[config.mk]
export PLATFORM = sky130hd
export DESIGN_NAME = l2_stack_parser
export DESIGN_NICKNAME = d
export VERILOG_FILES = /design/src/rtl/l2hp_pkg.sv /design/src/rtl/l2hp_pos_ctr.sv /design/src/rtl/l2hp_type_decode.sv /design/src/rtl/l2_stack_parser.sv
export SDC_FILE = /design/constraint.sdc
export NUM_CORES = 1
export LEC_CHECK = 0
export BUFFER_PORTS_ARGS = -buffer_cell sky130_fd_sc_hd__buf_2
export CORE_MARGIN = 8
export CORE_UTILIZATION = 60
export DETAILED_ROUTE_END_ITERATION = 7
export PLACE_DENSITY = 0.8
export SYNTH_ARGS = -nofsm -noshare
export SYNTH_HDL_FRONTEND = slang
export SYNTH_SLANG_ARGS = --single-unit
export TNS_END_PERCENT = 30
[constraint.sdc]
create_clock -name clk_i -period 3.3 [get_ports clk_i]
set_input_delay 0.33 -clock clk_i [delete_from_list [all_inputs] [get_ports clk_i]]
set_output_delay 0.33 -clock clk_i [all_outputs]
set_load 0.02 [all_outputs]
[src/rtl/l2hp_pkg.sv]
package l2hp_pkg;
  localparam int unsigned NKIND = 9;

  typedef enum logic [3:0] {
    K_NONE = 4'd0, K_LLC = 4'd1, K_JUMBO = 4'd2, K_VLAN = 4'd3, K_MPLSU = 4'd4,
    K_MPLSM = 4'd5, K_PPPOE = 4'd6, K_ARP = 4'd7, K_IPV4 = 4'd8, K_IPV6 = 4'd9
  } l2_kind_e;

  typedef enum logic [2:0] {
    ST_IDLE, ST_MAC, ST_TYPE, ST_TCI, ST_SNAP, ST_LBL, ST_PEEK, ST_PPP
  } walk_st_e;

  localparam logic [15:0] ET_LEN_LIM = 16'h0600;
  localparam logic [15:0] ET_VLAN    = 16'h8100;
  localparam logic [15:0] ET_MPLSU   = 16'h8847;
  localparam logic [15:0] ET_MPLSM   = 16'h8848;
  localparam logic [15:0] ET_PPPOE   = 16'h8864;
  localparam logic [15:0] ET_ARP     = 16'h0806;
  localparam logic [15:0] ET_IPV4    = 16'h0800;
  localparam logic [15:0] ET_IPV6    = 16'h86DD;
  localparam logic [15:0] ET_JUMBO   = 16'h8870;
  localparam logic [15:0] PPP_IPV4   = 16'h0021;
  localparam logic [15:0] PPP_IPV6   = 16'h0057;

  function automatic logic [NKIND-1:0] kind_bit(l2_kind_e k);
    if (k == K_NONE) return '0;
    return {{(NKIND-1){1'b0}}, 1'b1} << (k - 4'd1);
  endfunction
endpackage

[src/rtl/l2hp_pos_ctr.sv]
module l2hp_pos_ctr #(
  parameter int unsigned W = 8
) (
  input  logic         clk_i,
  input  logic         rst_ni,
  input  logic         start_i,
  input  logic         valid_i,
  output logic [W-1:0] pos_o
);
  logic [W-1:0] cnt_q;

  assign pos_o = start_i ? '0 : cnt_q;

  always_ff @(posedge clk_i or negedge rst_ni) begin
    if (!rst_ni)      cnt_q <= '0;
    else if (valid_i) cnt_q <= (pos_o == '1) ? pos_o : pos_o + 1'b1;
  end
endmodule

[src/rtl/l2hp_type_decode.sv]
module l2hp_type_decode
  import l2hp_pkg::*;
(
  input  logic [15:0] et_i,
  input  l2_kind_e    cur_i,
  output l2_kind_e    kind_o,
  output logic        legal_o
);
  logic [9:0] allow;

  always_comb begin
    if (et_i < ET_LEN_LIM) kind_o = K_LLC;
    else begin
      case (et_i)
        ET_VLAN:  kind_o = K_VLAN;
        ET_MPLSU: kind_o = K_MPLSU;
        ET_MPLSM: kind_o = K_MPLSM;
        ET_PPPOE: kind_o = K_PPPOE;
        ET_ARP:   kind_o = K_ARP;
        ET_IPV4:  kind_o = K_IPV4;
        ET_IPV6:  kind_o = K_IPV6;
        ET_JUMBO: kind_o = K_JUMBO;
        default:  kind_o = K_NONE;
      endcase
    end
  end

  // succession table: bit n allows kind n after cur_i
  always_comb begin
    case (cur_i)
      K_NONE:  allow = 10'b11_1111_1110;
      K_VLAN:  allow = 10'b11_1111_1010;
      K_LLC:   allow = 10'b11_1011_0000;
      default: allow = 10'b00_0000_0000;
    endcase
  end

  assign legal_o = allow[kind_o];
endmodule

[src/rtl/l2_stack_parser.sv]
module l2_stack_parser
  import l2hp_pkg::*;
#(
  parameter int unsigned OFF_W     = 8,
  parameter int unsigned MAC_BYTES = 12
) (
  input  logic             clk_i,
  input  logic             rst_ni,
  input  logic             start_i,
  input  logic             valid_i,
  input  logic             last_i,
  input  logic [7:0]       data_i,
  input  logic [1:0]       depth_i,
  output logic             done_o,
  output logic [3:0]       kind_o,
  output logic [OFF_W-1:0] l3_off_o,
  output logic [NKIND-1:0] seen_o,
  output logic             trunc_o
);
  localparam logic [OFF_W-1:0] MAC_END = OFF_W'(MAC_BYTES - 1);
  localparam logic [OFF_W-1:0] TYPE_AT = OFF_W'(MAC_BYTES);

  walk_st_e         st_q, n_st, b_st;
  logic [2:0]       sub_q, n_sub, b_sub;
  logic [7:0]       hi_q;
  logic             bos_q, n_bos;
  l2_kind_e         cur_q, n_cur, b_cur, d_cur, dk;
  logic [OFF_W-1:0] off_q, n_off, b_off, pos, pos_nxt;
  logic [NKIND-1:0] seen_q, n_seen, b_seen;
  logic             fin, trunc, do_disp, d_legal;

  l2_kind_e         res_kind;
  logic [OFF_W-1:0] res_off;
  logic [NKIND-1:0] res_seen;
  logic             res_trunc, done_q;

  l2hp_pos_ctr #(.W(OFF_W)) u_pos (
    .clk_i, .rst_ni, .start_i, .valid_i, .pos_o(pos)
  );

  assign pos_nxt = (pos == '1) ? pos : pos + 1'b1;
  assign b_st    = start_i ? ST_MAC : st_q;
  assign b_sub   = start_i ? 3'd0 : sub_q;
  assign b_cur   = start_i ? K_NONE : cur_q;
  assign b_off   = start_i ? TYPE_AT : off_q;
  assign b_seen  = start_i ? '0 : seen_q;
  // after a SNAP header the inner type is judged as following LLC/SNAP
  assign d_cur   = (b_st == ST_SNAP) ? K_LLC : b_cur;

  l2hp_type_decode u_dec (
    .et_i({hi_q, data_i}), .cur_i(d_cur), .kind_o(dk), .legal_o(d_legal)
  );

  always_comb begin
    n_st = st_q; n_sub = sub_q; n_bos = bos_q; n_cur = cur_q;
    n_off = off_q; n_seen = seen_q;
    fin = 1'b0; trunc = 1'b0; do_disp = 1'b0;
    if (valid_i) begin
      n_st = b_st; n_cur = b_cur; n_off = b_off; n_seen = b_seen;
      n_sub = b_sub + 3'd1;
      if (start_i && depth_i == 2'd0) begin
        fin = 1'b1;
        n_off = '0;
      end else begin
        case (b_st)
          ST_MAC: if (pos == MAC_END) begin n_st = ST_TYPE; n_sub = '0; end
          ST_TYPE: if (b_sub[0]) begin n_off = pos_nxt; do_disp = 1'b1; end
          ST_TCI: if (b_sub[0]) begin n_st = ST_TYPE; n_sub = '0; end
          ST_SNAP: begin
            case (b_sub)
              3'd0, 3'd1: if (data_i != 8'hAA) fin = 1'b1;
              3'd2:       if (data_i != 8'h03) fin = 1'b1;
              3'd7: begin
                n_cur = K_LLC;
                n_seen = n_seen | kind_bit(K_LLC);
                n_off = pos_nxt;
                do_disp = 1'b1;
              end
              default: ;
            endcase
          end
          ST_LBL: begin
            if (b_sub == 3'd2) n_bos = data_i[0];
            if (b_sub == 3'd3) begin
              n_off = pos_nxt;
              n_sub = '0;
              if (bos_q) n_st = ST_PEEK;
            end
          end
          ST_PEEK: begin
            fin = 1'b1;
            if (data_i[7:4] == 4'd4) begin n_cur = K_IPV4; n_seen = n_seen | kind_bit(K_IPV4); end
            if (data_i[7:4] == 4'd6) begin n_cur = K_IPV6; n_seen = n_seen | kind_bit(K_IPV6); end
          end
          ST_PPP: if (b_sub == 3'd7) begin
            n_off = pos_nxt;
            fin = 1'b1;
            if ({hi_q, data_i} == PPP_IPV4) begin n_cur = K_IPV4; n_seen = n_seen | kind_bit(K_IPV4); end
            if ({hi_q, data_i} == PPP_IPV6) begin n_cur = K_IPV6; n_seen = n_seen | kind_bit(K_IPV6); end
          end
          default: ;
        endcase

        if (do_disp) begin
          n_sub = '0;
          if (dk == K_NONE || !d_legal) fin = 1'b1;
          else begin
            if (dk != K_LLC) begin
              n_cur = dk;
              n_seen = n_seen | kind_bit(dk);
            end
            case (dk)
              K_LLC, K_JUMBO:   n_st = ST_SNAP;
              K_VLAN:           n_st = ST_TCI;
              K_MPLSU, K_MPLSM: n_st = ST_LBL;
              K_PPPOE:          n_st = ST_PPP;
              default:          fin = 1'b1;
            endcase
          end
        end

        if (!fin && last_i && b_st != ST_IDLE) begin
          fin = 1'b1;
          trunc = 1'b1;
        end
      end
      if (fin) n_st = ST_IDLE;
    end
  end

  always_ff @(posedge clk_i or negedge rst_ni) begin
    if (!rst_ni) begin
      st_q <= ST_IDLE; sub_q <= '0; hi_q <= '0; bos_q <= 1'b0;
      cur_q <= K_NONE; off_q <= '0; seen_q <= '0;
    end else begin
      st_q <= n_st; sub_q <= n_sub; bos_q <= n_bos;
      cur_q <= n_cur; off_q <= n_off; seen_q <= n_seen;
      if (valid_i) hi_q <= data_i;
    end
  end

  always_ff @(posedge clk_i or negedge rst_ni) begin
    if (!rst_ni) begin
      done_q <= 1'b0; res_kind <= K_NONE; res_off <= '0;
      res_seen <= '0; res_trunc <= 1'b0;
    end else begin
      done_q <= fin;
      if (fin) begin
        res_kind <= n_cur; res_off <= n_off;
        res_seen <= n_seen; res_trunc <= trunc;
      end
    end
  end

  assign done_o   = done_q;
  assign kind_o   = res_kind;
  assign l3_off_o = res_off;
  assign seen_o   = res_seen;
  assign trunc_o  = res_trunc;
endmodule

After elaboration in Yosys (flattened, before gate mapping) --
Cells that the tools add are included.
Storage, ports and cells: logic and storage cells 169, bits in latches 0, memories kept 0, bits in writable memories 0, register bits after elaboration 67, memory bits (read-only) 0, bits of input ports 15
Cells by class: shifts and indexed selects 1, divide/modulo/power cells 0, bitwise logic cells 2, reduce and logical (&&, ||, !) cells 17, muxes and demuxes 95, add/sub/neg operators 3, $lt $le $gt $ge 2, equal/unequal tests 36, $mul 0
Operator list (count):
- 9-bit 2-to-1 mux | 18
- 16-bit equality test (second input constant) | 6
- 8-bit 2-to-1 mux | 10
- 4-bit 2-to-1 mux | 14
- 3-bit 2-to-1 mux | 15
- 16-bit by 12-bit equality test with 1-bit output (second input constant) | 2
- 4-bit case mux with 8 select lines | 1
- 10-bit case mux with 3 select lines | 1
- 9-bit case mux with 3 select lines | 1
- 1-bit 2-to-1 mux | 26
- 8-bit case mux with 3 select lines | 1
- 4-bit by 3-bit equality test with 1-bit output (second input constant) | 5
- 3-bit case mux with 3 select lines | 2
- 16-bit by 6-bit equality test with 1-bit output (second input constant) | 1
- 16-bit by 7-bit equality test with 1-bit output (second input constant) | 1
- 16-bit by 11-bit < comparator with 1-bit output (second input constant) | 1
- 3-bit equality test (second input constant) | 5
- 3-bit by 2-bit equality test with 1-bit output (second input constant) | 4
- 4-bit by 2-bit equality test with 1-bit output (second input constant) | 3
- 3-bit case mux with 4 select lines | 1
- 4-bit case mux with 3 select lines | 1
- 9-bit bitwise OR | 1
- 1-bit by 4-bit left shift with 9-bit output (first input constant) | 1
- 8-bit by 1-bit adder with 8-bit output (second input constant) | 1
- 24 further kinds | 34

Longest topological paths before layout --
Gate-level depths: netlist (run 1).
word-level depth 25, mapped depth 16

Modules after synthesis --
Synthesis (run 1) repeated with hierarchy kept, for this count alone.
Unflattened totals: cells, all modules 496, area total of the unflattened synthesis 4481.8 um2
Modules (own cells, without submodules):
- l2_stack_parser | instances 1, cells each 384, area each 3616.0 um2
- l2hp_pos_ctr | instances 1, cells each 54, area each 494.2 um2
- l2hp_type_decode | instances 1, cells each 58, area each 371.6 um2

Least setup slack after synthesis (run 1) --
Ideal clock, no wire load.
path type in2reg, start point in start_i, end point reg res_off[1], in the netlist l3_off_o[1], cell stages on the path 15, data arrival time 3.545 ns, data required time 3.175 ns, setup time 0.125 ns, setup slack -0.370 ns, path through clkbuf_1 -> clkbuf_1 -> clkbuf_1 -> clkbuf_1 -> nor2b_1 -> ha_1 -> ha_1 -> nand2b_1 -> a2bb2oi_1 -> nor3_1 -> a221oi_1 -> nor2_1 -> a31oi_1 -> nor2_1 -> mux2_4
On the way: word-level cells in the longest chain between the ends 20, elaborated cells on any way between the ends 56, classes of those cells add/sub: 1; eq/ne: 12; mux: 32; reduce/logical: 11
Ends and longest elaborated chain:
- start: declaration | RTL line l2_stack_parser.sv:9 | input logic start_i,
- 3-bit 2-to-1 mux | RTL line l2_stack_parser.sv:42 | assign b_st = start_i ? ST_MAC : st_q;
- 3-bit equality test | RTL line l2_stack_parser.sv:48, l2_stack_parser.sv:65
- 4-bit 2-to-1 mux | RTL line l2_stack_parser.sv:48 | assign d_cur = (b_st == ST_SNAP) ? K_LLC : b_cur;
- 4-bit by 1-bit equality test with 1-bit output (tied with other cells) | RTL line l2hp_type_decode.sv:30 | case (cur_i)
- 10-bit case mux with 3 select lines | RTL line l2hp_type_decode.sv:30
- 1-bit binary-select mux with 4-bit select | RTL line l2hp_type_decode.sv:38 | assign legal_o = allow[kind_o];
- 1-bit 2-to-1 mux (not written as such) | RTL line l2hp_type_decode.sv:38
- 1-bit zero test | RTL line l2_stack_parser.sv:106 | if (dk == K_NONE || !d_legal) fin = 1'b1;
- [... 2 more ...]
- 1-bit 2-to-1 mux | RTL line l2_stack_parser.sv:104 | if (do_disp) begin
- 1-bit 2-to-1 mux | RTL line l2_stack_parser.sv:61 | if (start_i && depth_i == 2'd0) begin
- 1-bit 2-to-1 mux | RTL line l2_stack_parser.sv:58 | if (valid_i) begin
- 1-bit zero test | RTL line l2_stack_parser.sv:122 | if (!fin && last_i && b_st != ST_IDLE) begin
- 1-bit logical AND (2 in a row) | RTL line l2_stack_parser.sv:122
- 1-bit 2-to-1 mux | RTL line l2_stack_parser.sv:122
- 1-bit 2-to-1 mux | RTL line l2_stack_parser.sv:61
- 1-bit 2-to-1 mux (2 in a row) | RTL line l2_stack_parser.sv:58
- end signal: assignment | RTL line l2_stack_parser.sv:149 | res_kind <= n_cur; res_off <= n_off;
- end: declaration | RTL line l2_stack_parser.sv:33 | logic [OFF_W-1:0] res_off;
Several ways; a longest one is shown, not always the timed one. The select of a mux whose other input is x is not followed. A chain may end at the register's enable or synchronous reset.

Final worst setup path (run 1) --
start point reg hi_q[6], end point reg res_off[4], in the netlist l3_off_o[4]
On the way: word-level cells in the longest chain between the ends 18, elaborated cells on any way between the ends 35, classes of those cells order compare: 1; eq/ne: 14; mux: 13; reduce/logical: 7
Ends and longest elaborated chain:
- start: declaration | RTL line l2_stack_parser.sv:25 | logic [7:0] hi_q;
- start signal: assignment | RTL line l2_stack_parser.sv:138 | if (valid_i) hi_q <= data_i;
- branches (longest 2 deep; another with 16-bit by 11-bit < comparator with 1-bit output)
- 4-bit 2-to-1 mux * | RTL line l2hp_type_decode.sv:12 | if (et_i < ET_LEN_LIM) kind_o = K_LLC;
- 1-bit binary-select mux with 4-bit select | RTL line l2hp_type_decode.sv:38
- 1-bit 2-to-1 mux (not written as such) | RTL line l2hp_type_decode.sv:38
- 1-bit zero test | RTL line l2_stack_parser.sv:106
- 1-bit logical OR | RTL line l2_stack_parser.sv:106
- 1-bit 2-to-1 mux * | RTL line l2_stack_parser.sv:106
- 1-bit 2-to-1 mux * | RTL line l2_stack_parser.sv:104
- 1-bit 2-to-1 mux * | RTL line l2_stack_parser.sv:61
- 1-bit 2-to-1 mux * | RTL line l2_stack_parser.sv:58
- 1-bit zero test | RTL line l2_stack_parser.sv:122
- 1-bit logical AND (2 in a row) | RTL line l2_stack_parser.sv:122
- 1-bit 2-to-1 mux * | RTL line l2_stack_parser.sv:122
- 1-bit 2-to-1 mux * | RTL line l2_stack_parser.sv:61
- 1-bit 2-to-1 mux * (2 in a row) | RTL line l2_stack_parser.sv:58
Every way passes the cells marked *. The select of a mux whose other input is x is not followed.

==> flow_metrics.env, run 1 <==
export IMPL_ys_ff_latch=67
export IMPL_netlist_area_leader_share=0.390
export IMPL_drt_wl_total_mm=11.5
export IMPL_grt_pass1_wl_mm=18.7
export IMPL_synth_area_leaders="dfrtp_1, mux2_4, mux2_2"
export IMPL_wirelength_met1_mm=5.42
export IMPL_syn_nets=486
export IMPL_fmax_ghz=0.317
export IMPL_synth_cell_types=66
export IMPL_yosys_warnings=0
export IMPL_pwr_share_comb=0.172
export IMPL_async_flop_share=1.00
export IMPL_seq_power_share=0.444
export IMPL_port_buffers=37
export IMPL_fp_dieW_um=101
export IMPL_drt_iter0_markers=369
export IMPL_power_mw=2.05
export IMPL_start_util=0.605
export IMPL_antenna_found_initial=0
export IMPL_fp_dieArea_um2=10100
export IMPL_drive_gt1_frac=0.243
export IMPL_slew_violations=0
export IMPL_cts_resized=0
export IMPL_pin_count=38
export IMPL_grtUsageTotal=0.235
export IMPL_core_area_um2=7100
export IMPL_hp_class="primary input to async pin"
export IMPL_cts_reportedPaths_clkPinSlew_ns=0.08
export IMPL_area_growth_pct=13.3
export IMPL_drt_antenna_violating_nets=0
export IMPL_syn_inst=462
export IMPL_switchingPower_uw=602
export IMPL_arrival_ns=3.40
export IMPL_cap_violations=0
export IMPL_synth_top_cell_by_area="dfrtp_1"
export IMPL_internal_power_mw=1.45
export IMPL_wl_met3_um=776
export IMPL_nets=525
export IMPL_overflow=0
export IMPL_startpoint_type="flop"
export IMPL_final_core_util=0.685
export IMPL_crit_buf_inv=0
export IMPL_insertion_delay_ns=0.36
export IMPL_highest_layer="met4"
export IMPL_rsz0062_at_grt="no"
export IMPL_crit_type="flop to flop"
export IMPL_postCtsSetupRepairBufs=0
export IMPL_critPathMaxStageDelay_ns=0.71
export IMPL_powerDensity_nw_per_um2=422
export IMPL_status="completed"
export IMPL_crit_family="simple AND/OR/NAND/NOR gates"
export IMPL_fin_setup_tns_ns=0
export IMPL_yosysSeqAreaShare=0.390
export IMPL_r2r_slack_ns=0.14
export IMPL_path_max_fanout=23
export IMPL_routed_wl_met2_mm=5.08
export IMPL_grt_pass1_vias=3612
export IMPL_cts_hold_buf=0
export IMPL_cp_slowest_cell="nor4_1"
export IMPL_tritoncts="done"
export IMPL_diodes=0
export IMPL_drc=0
export IMPL_synth_edf_count=0
export IMPL_fin_skew_ns=0.00922
export IMPL_slew_headroom=0.391
export IMPL_pre_cts_slack_ns=0.0368
export IMPL_leakage_nw=2.20
export IMPL_viasPerCell=6.32
export IMPL_post_route_min_period_ns=3.16
export IMPL_setup_slack_ns=0.142
export IMPL_place_hpwl_mm=8.48
export IMPL_avgSynthCellArea_um2=9.29
export IMPL_tightest_slew_ns=0.901
export IMPL_clockPowerShare=0.385
export IMPL_firstDrtPassIters=5
export IMPL_ys_flop_type="dfrtp_1"
export IMPL_num_rows=31
export IMPL_cp_end_kind="flop"
export IMPL_cts_root_buf="clkbuf_8"
export IMPL_clockBufferDepth=2
export IMPL_setup_viol_count_final=0
export IMPL_post_drt_wl_per_cell_um=19.0
export IMPL_gp_congestion=0.980
export IMPL_final_hold_violation_count=0
export IMPL_crit_chain="or4_4, nor4_1, o31a_1, or4_1, a31oi_4, o21a_4, mux2_4"
export IMPL_syn_cell_area_um2=4290
export IMPL_numClockSinks=67
export IMPL_fillers=563
export IMPL_route_vias_total=3821
export IMPL_cts_max_level=3
export IMPL_ir_drop_v=0.000237
export IMPL_die_h_um=101
export IMPL_fin_crit_sh=0.957
export IMPL_grt_max_degree=35
export IMPL_netSwitchingFraction=0.293
export IMPL_crit_required_ns=3.54
export IMPL_cts_buffers=9
==> layer usage <==
| layer | vias up | track usage |
|---|---|---|
| met5 | - | 0 |
| met4 | 0 | 0.0930 |
| met3 | 18 | 0.0401 |
| met2 | 182 | 0.345 |
| met1 | 1843 | 0.332 |
| li1 | 1778 | - |
==> power by group through the flow <==
| stage | Combinational [mW] | Sequential (mW) | Clock [mW] |
|---|---|---|---|
| after floorplan | 0.232 | 0.929 | 0 |
| after global placement | 0.343 | 0.924 | 0 |
| after detailed placement | 0.349 | 0.925 | 0 |
| after CTS | 0.350 | 0.909 | 0.806 |
| after global routing | 0.385 | 0.917 | 0.846 |
| final | 0.353 | 0.911 | 0.790 |
==> cell families after synthesis <==
group | after synthesis | share of synthesized area
xor gates and xnor gates | 2 | 0.00408
AOI/OAI and AO/OA | 109 | 0.177
and+or+nand+nor | 188 | 0.241
buffers and inverters | 48 | 0.0484
DFF | 67 | 0.390
muxes | 39 | 0.113
adders and majority gates | 9 | 0.0262
==> final timing paths <==
kind | startpoint | endpoint | cells past startpoint
max in group asynchronous | rst_ni | seen_q[8] | 2
min in group clk_i | data_i[6] | hi_q[6] | 2
hold reg to reg | seen_q[1] | seen_q[1] | 2
hold / removal | rst_ni | hi_q[0] | 1
setup / recovery | hi_q[6] | l3_off_o[4] | 7
setup reg to reg | hi_q[6] | l3_off_o[4] | 7
==> synth_stat cells (7+ instances only) <==
cell type  count
a21o_1        12
nor3_1        20
nand2_1       48
ha_1           9
o21ai_0       25
nand3_1       12
nand2b_1       9
mux2i_1        7
a21oi_1       24
inv_1         18
nor2b_1        7
mux2_2        17
nor2_1        35
dfrtp_1       67
clkbuf_1      20
mux2_4        15
nor4_1         7
==> area by class of cell <==
class                           count  area (um2)  share of cell area
Inverter                           19        71.3              0.0147
Sequential cell                    67        1680               0.345
Tap cell                           99         124              0.0255
Multi-Input combinational cell    347        2430               0.500
Timing Repair Buffer               57         335              0.0689
Clock inverter                      6        87.6              0.0180
Clock buffer                       10         138              0.0283
==> state kept, by name, indices dropped and copies added (netlist names) <==
register and count:
hi_q 8, trunc_o 1, kind_o 4, off_q 8, l3_off_o 8, bos_q 1, sub_q 3, cur_q 4
u_pos.cnt_q 8, seen_q 9, st_q 3, done_o 1, seen_o 9
==> metrics by stage <==
stage / hold slack [ns] / cells / instance area, um2
2_1_floorplan: 0.0344 / 462 / 4320
3_3_place_gp: 0.445 / 589 / 4640
3_5_place_dp: 0.459 / 589 / 4640
4_1_cts: 0.0726 / 605 / 4860
5_1_grt: 0.111 / 605 / 4860
6_report: 0.0452 / 605 / 4860
==> layout by cell type, fill, tap and decap left out, types with 6 or more instances in the layout <==
cell type / n
nand2_1: 48
a21oi_1: 24
nand4_1: 6
dfrtp_1: 67
a21o_1: 12
mux2_2: 17
nor4b_1: 6
nand2b_1: 9
o21ai_0: 25
nor3_1: 19
buf_4: 20
inv_1: 18
clkbuf_8: 10
nand3_1: 12
nor4_1: 7
mux2i_1: 7
o211ai_1: 6
nor2_1: 35
nor2b_1: 6
buf_2: 37
ha_1: 8
mux2_4: 15
==> worst register-to-register path: stages, from the launching register on <==
cell and delay [ns]:
dfrtp_1 0.43, or4_4 0.58, nor4_1 0.71, o31a_1 0.20, or4_1 0.26, a31oi_4 0.15
o21a_4 0.36, mux2_4 0.35
Power figures use the tool's default switching activity.
==> run 2, diff against run 1 <==
==> constraint.sdc (replaced) <==
create_clock -name clk_i -period 3.3 [get_ports clk_i]
set_input_delay 0.495 -clock clk_i [delete_from_list [all_inputs] [get_ports clk_i]]
set_output_delay 0.495 -clock clk_i [all_outputs]
set_load 0.02 [all_outputs]
==> run 2 against run 1 <==
Global-route usage shrank 0.40 points. Core utilization grew 0.69 points. Clock power is 7.3% lower. Count of clock-buffer cells in the layout decreased by 1. Maximum frequency grew 0.35%. Sequential cell count did not move. Via count decreased by 0.37%. Final area is 1.0% higher.
==> flow_metrics.env, run 2 (same netlist as run 1, synthesis figures left out) <==
export IMPL_fin_hold_ws_ns=0.138
export IMPL_crit_buf_inv=0
export IMPL_arrival_ns=3.37
export IMPL_use_met2=0.340
export IMPL_viasPerCell=6.26
export IMPL_status="completed"
export IMPL_cp_slowest_cell="or4_1"
export IMPL_antenna_found_initial=0
export IMPL_pre_cts_slack_ns=-0.0509
export IMPL_cts_buffers=9
export IMPL_grt_pass1_wl_mm=18.6
export IMPL_cts_hold_buf=0
export IMPL_grtUsageTotal=0.231
export IMPL_cts_reportedPaths_clkPinSlew_ns=0.09
export IMPL_fp_dieW_um=101
export IMPL_pwr_share_comb=0.174
export IMPL_firstDrtPassIters=6
export IMPL_layout_common_cells="dfrtp_1, nand2_1, buf_2, nor2_1, o21ai_0"
export IMPL_drive_gt1_frac=0.251
export IMPL_crit_chain="nor4_1, nand2_1, or4_1, nand2b_1, or4_1, a31oi_4, o21a_4, mux2_4"
export IMPL_leakage_nw=2.21
export IMPL_route_vias_total=3807
export IMPL_slew_violations=0
export IMPL_drt_antenna_violating_nets=0
export IMPL_reg2reg_depth=8
export IMPL_use_met3=0.0483
export IMPL_setup_viol_count_final=0
export IMPL_dp_cells=592
export IMPL_fp_dieArea_um2=10100
export IMPL_slew_headroom=0.432
export IMPL_fin_skew_ns=0.0110
export IMPL_area_growth_pct=14.4
export IMPL_seq_power_share=0.459
export IMPL_final_hold_violation_count=0
export IMPL_clockBufferDepth=2
export IMPL_final_common_cell="dfrtp_1"
export IMPL_numClockSinks=67
export IMPL_grt_max_degree=43
export IMPL_cts_max_level=3
export IMPL_num_rows=31
export IMPL_cap_violations=0
export IMPL_pin_count=38
export IMPL_switchingPower_uw=625
export IMPL_hp_class="primary input to async pin"
export IMPL_ir_drop_v=0.000237
export IMPL_clockPowerShare=0.367
export IMPL_nets=528
export IMPL_grt_pass1_vias=3633
export IMPL_gp_congestion=0.993
export IMPL_post_drt_wl_per_cell_um=18.4
export IMPL_post_route_min_period_ns=3.15
export IMPL_crit_family="simple AND/OR/NAND/NOR gates"
export IMPL_crit_required_ns=3.53
export IMPL_drc=0
export IMPL_fillers=551
export IMPL_cts_resized=0
export IMPL_reg2reg_from="hi_q[7]"
export IMPL_grt_use_met1=0.328
export IMPL_cp_end_kind="flop"
export IMPL_internal_power_mw=1.37
export IMPL_rsz0062_at_grt="no"
export IMPL_overflow=0
export IMPL_core_area_um2=7100
export IMPL_die_h_um=101
export IMPL_cp_depth=8
export IMPL_insertion_delay_ns=0.35
export IMPL_critPathMaxStageDelay_ns=0.64
export IMPL_startpoint_type="flop"
export IMPL_diodes=0
export IMPL_top_usage_layer="met2"
export IMPL_fmax_ghz=0.318
export IMPL_tritoncts="done"
export IMPL_reg2reg_to="seen_o[7]"
export IMPL_netSwitchingFraction=0.314
export IMPL_cpMostUsedCell="or4_1"
export IMPL_stdcell_count=608
export IMPL_place_hpwl_mm=8.14
export IMPL_start_util=0.605
export IMPL_cts_root_buf="clkbuf_8"
export IMPL_drt_wl_total_mm=11.2
export IMPL_postCtsSetupRepairBufs=0
export IMPL_tightest_slew_ns=0.840
export IMPL_setup_slack_ns=0.153
export IMPL_drt_iter0_markers=325
export IMPL_powerDensity_nw_per_um2=406
export IMPL_path_max_fanout=23
export IMPL_port_buffers=37
export IMPL_crit_type="flop to flop"
export IMPL_r2r_slack_ns=0.15
export IMPL_fin_crit_sh=0.954
## run 2: cell count changes in the layout (fill, tap and decap cells not counted), sizes merged
cell	previous run	this run
buf	57	60
clkinv	4	1
inv	19	22
clkinvlp	0	2
bufinv	2	1
clkbuf	10	9
## run 2: worst max-delay path by stage
stage                         start         to  slack, ns
final                       hi_q[7]  seen_o[7]       0.15
after global routing        hi_q[7]  seen_o[7]       0.03
after detailed placement  data_i[3]  seen_o[1]      -0.05
after floorplan             start_i  seen_o[3]       0.03
after global placement    data_i[3]  seen_o[2]      -0.02
after CTS                   hi_q[2]  seen_o[7]       0.20
## run 2: power groups by stage
stage | sequential, mW | combinational (mW) | clock (mW)
after floorplan | 0.929 | 0.238 | 0
after global placement | 0.927 | 0.339 | 0
after detailed placement | 0.929 | 0.345 | 0
after CTS | 0.913 | 0.347 | 0.737
after global routing | 0.923 | 0.383 | 0.776
final | 0.914 | 0.347 | 0.732
## run 2: area by class of cell
type	instances	area, um2	share of cell area
Sequential cell	67	1680	0.341
Tap cell	99	124	0.0252
Inverter	19	71.3	0.0145
Clock buffer	9	124	0.0252
Timing Repair Buffer	60	370	0.0754
Multi-Input combinational cell	347	2460	0.502
Clock inverter	7	82.6	0.0168
## run 2: stage by stage
stage / cell area [um2] / total power, mW / utilization / TNS (ns)
after floorplan: 4360 / 1.17 / - / 0
after global placement: 4710 / 1.27 / 0.663 / -0.340
after detailed placement: 4710 / 1.27 / 0.663 / -0.666
after CTS: 4910 / 2.00 / 0.692 / 0
after global routing: 4910 / 2.08 / 0.692 / 0
final: 4910 / 1.99 / 0.692 / 0
## run 2: metal layers
layer | up-vias | wire (um)
met5 | - | 0
met1 | 1811 | 5190
li1 | 1779 | -
met2 | 195 | 4880
met4 | 0 | 222
met3 | 22 | 871
## run 2: worst register-to-register path, cell delays in order (launching register included)
cell,delay (ns)
dfrtp_1,0.48
nor4_1,0.48
nand2_1,0.26
or4_1,0.64
nand2b_1,0.13
or4_1,0.21
a31oi_4,0.12
o21a_4,0.36
mux2_4,0.35
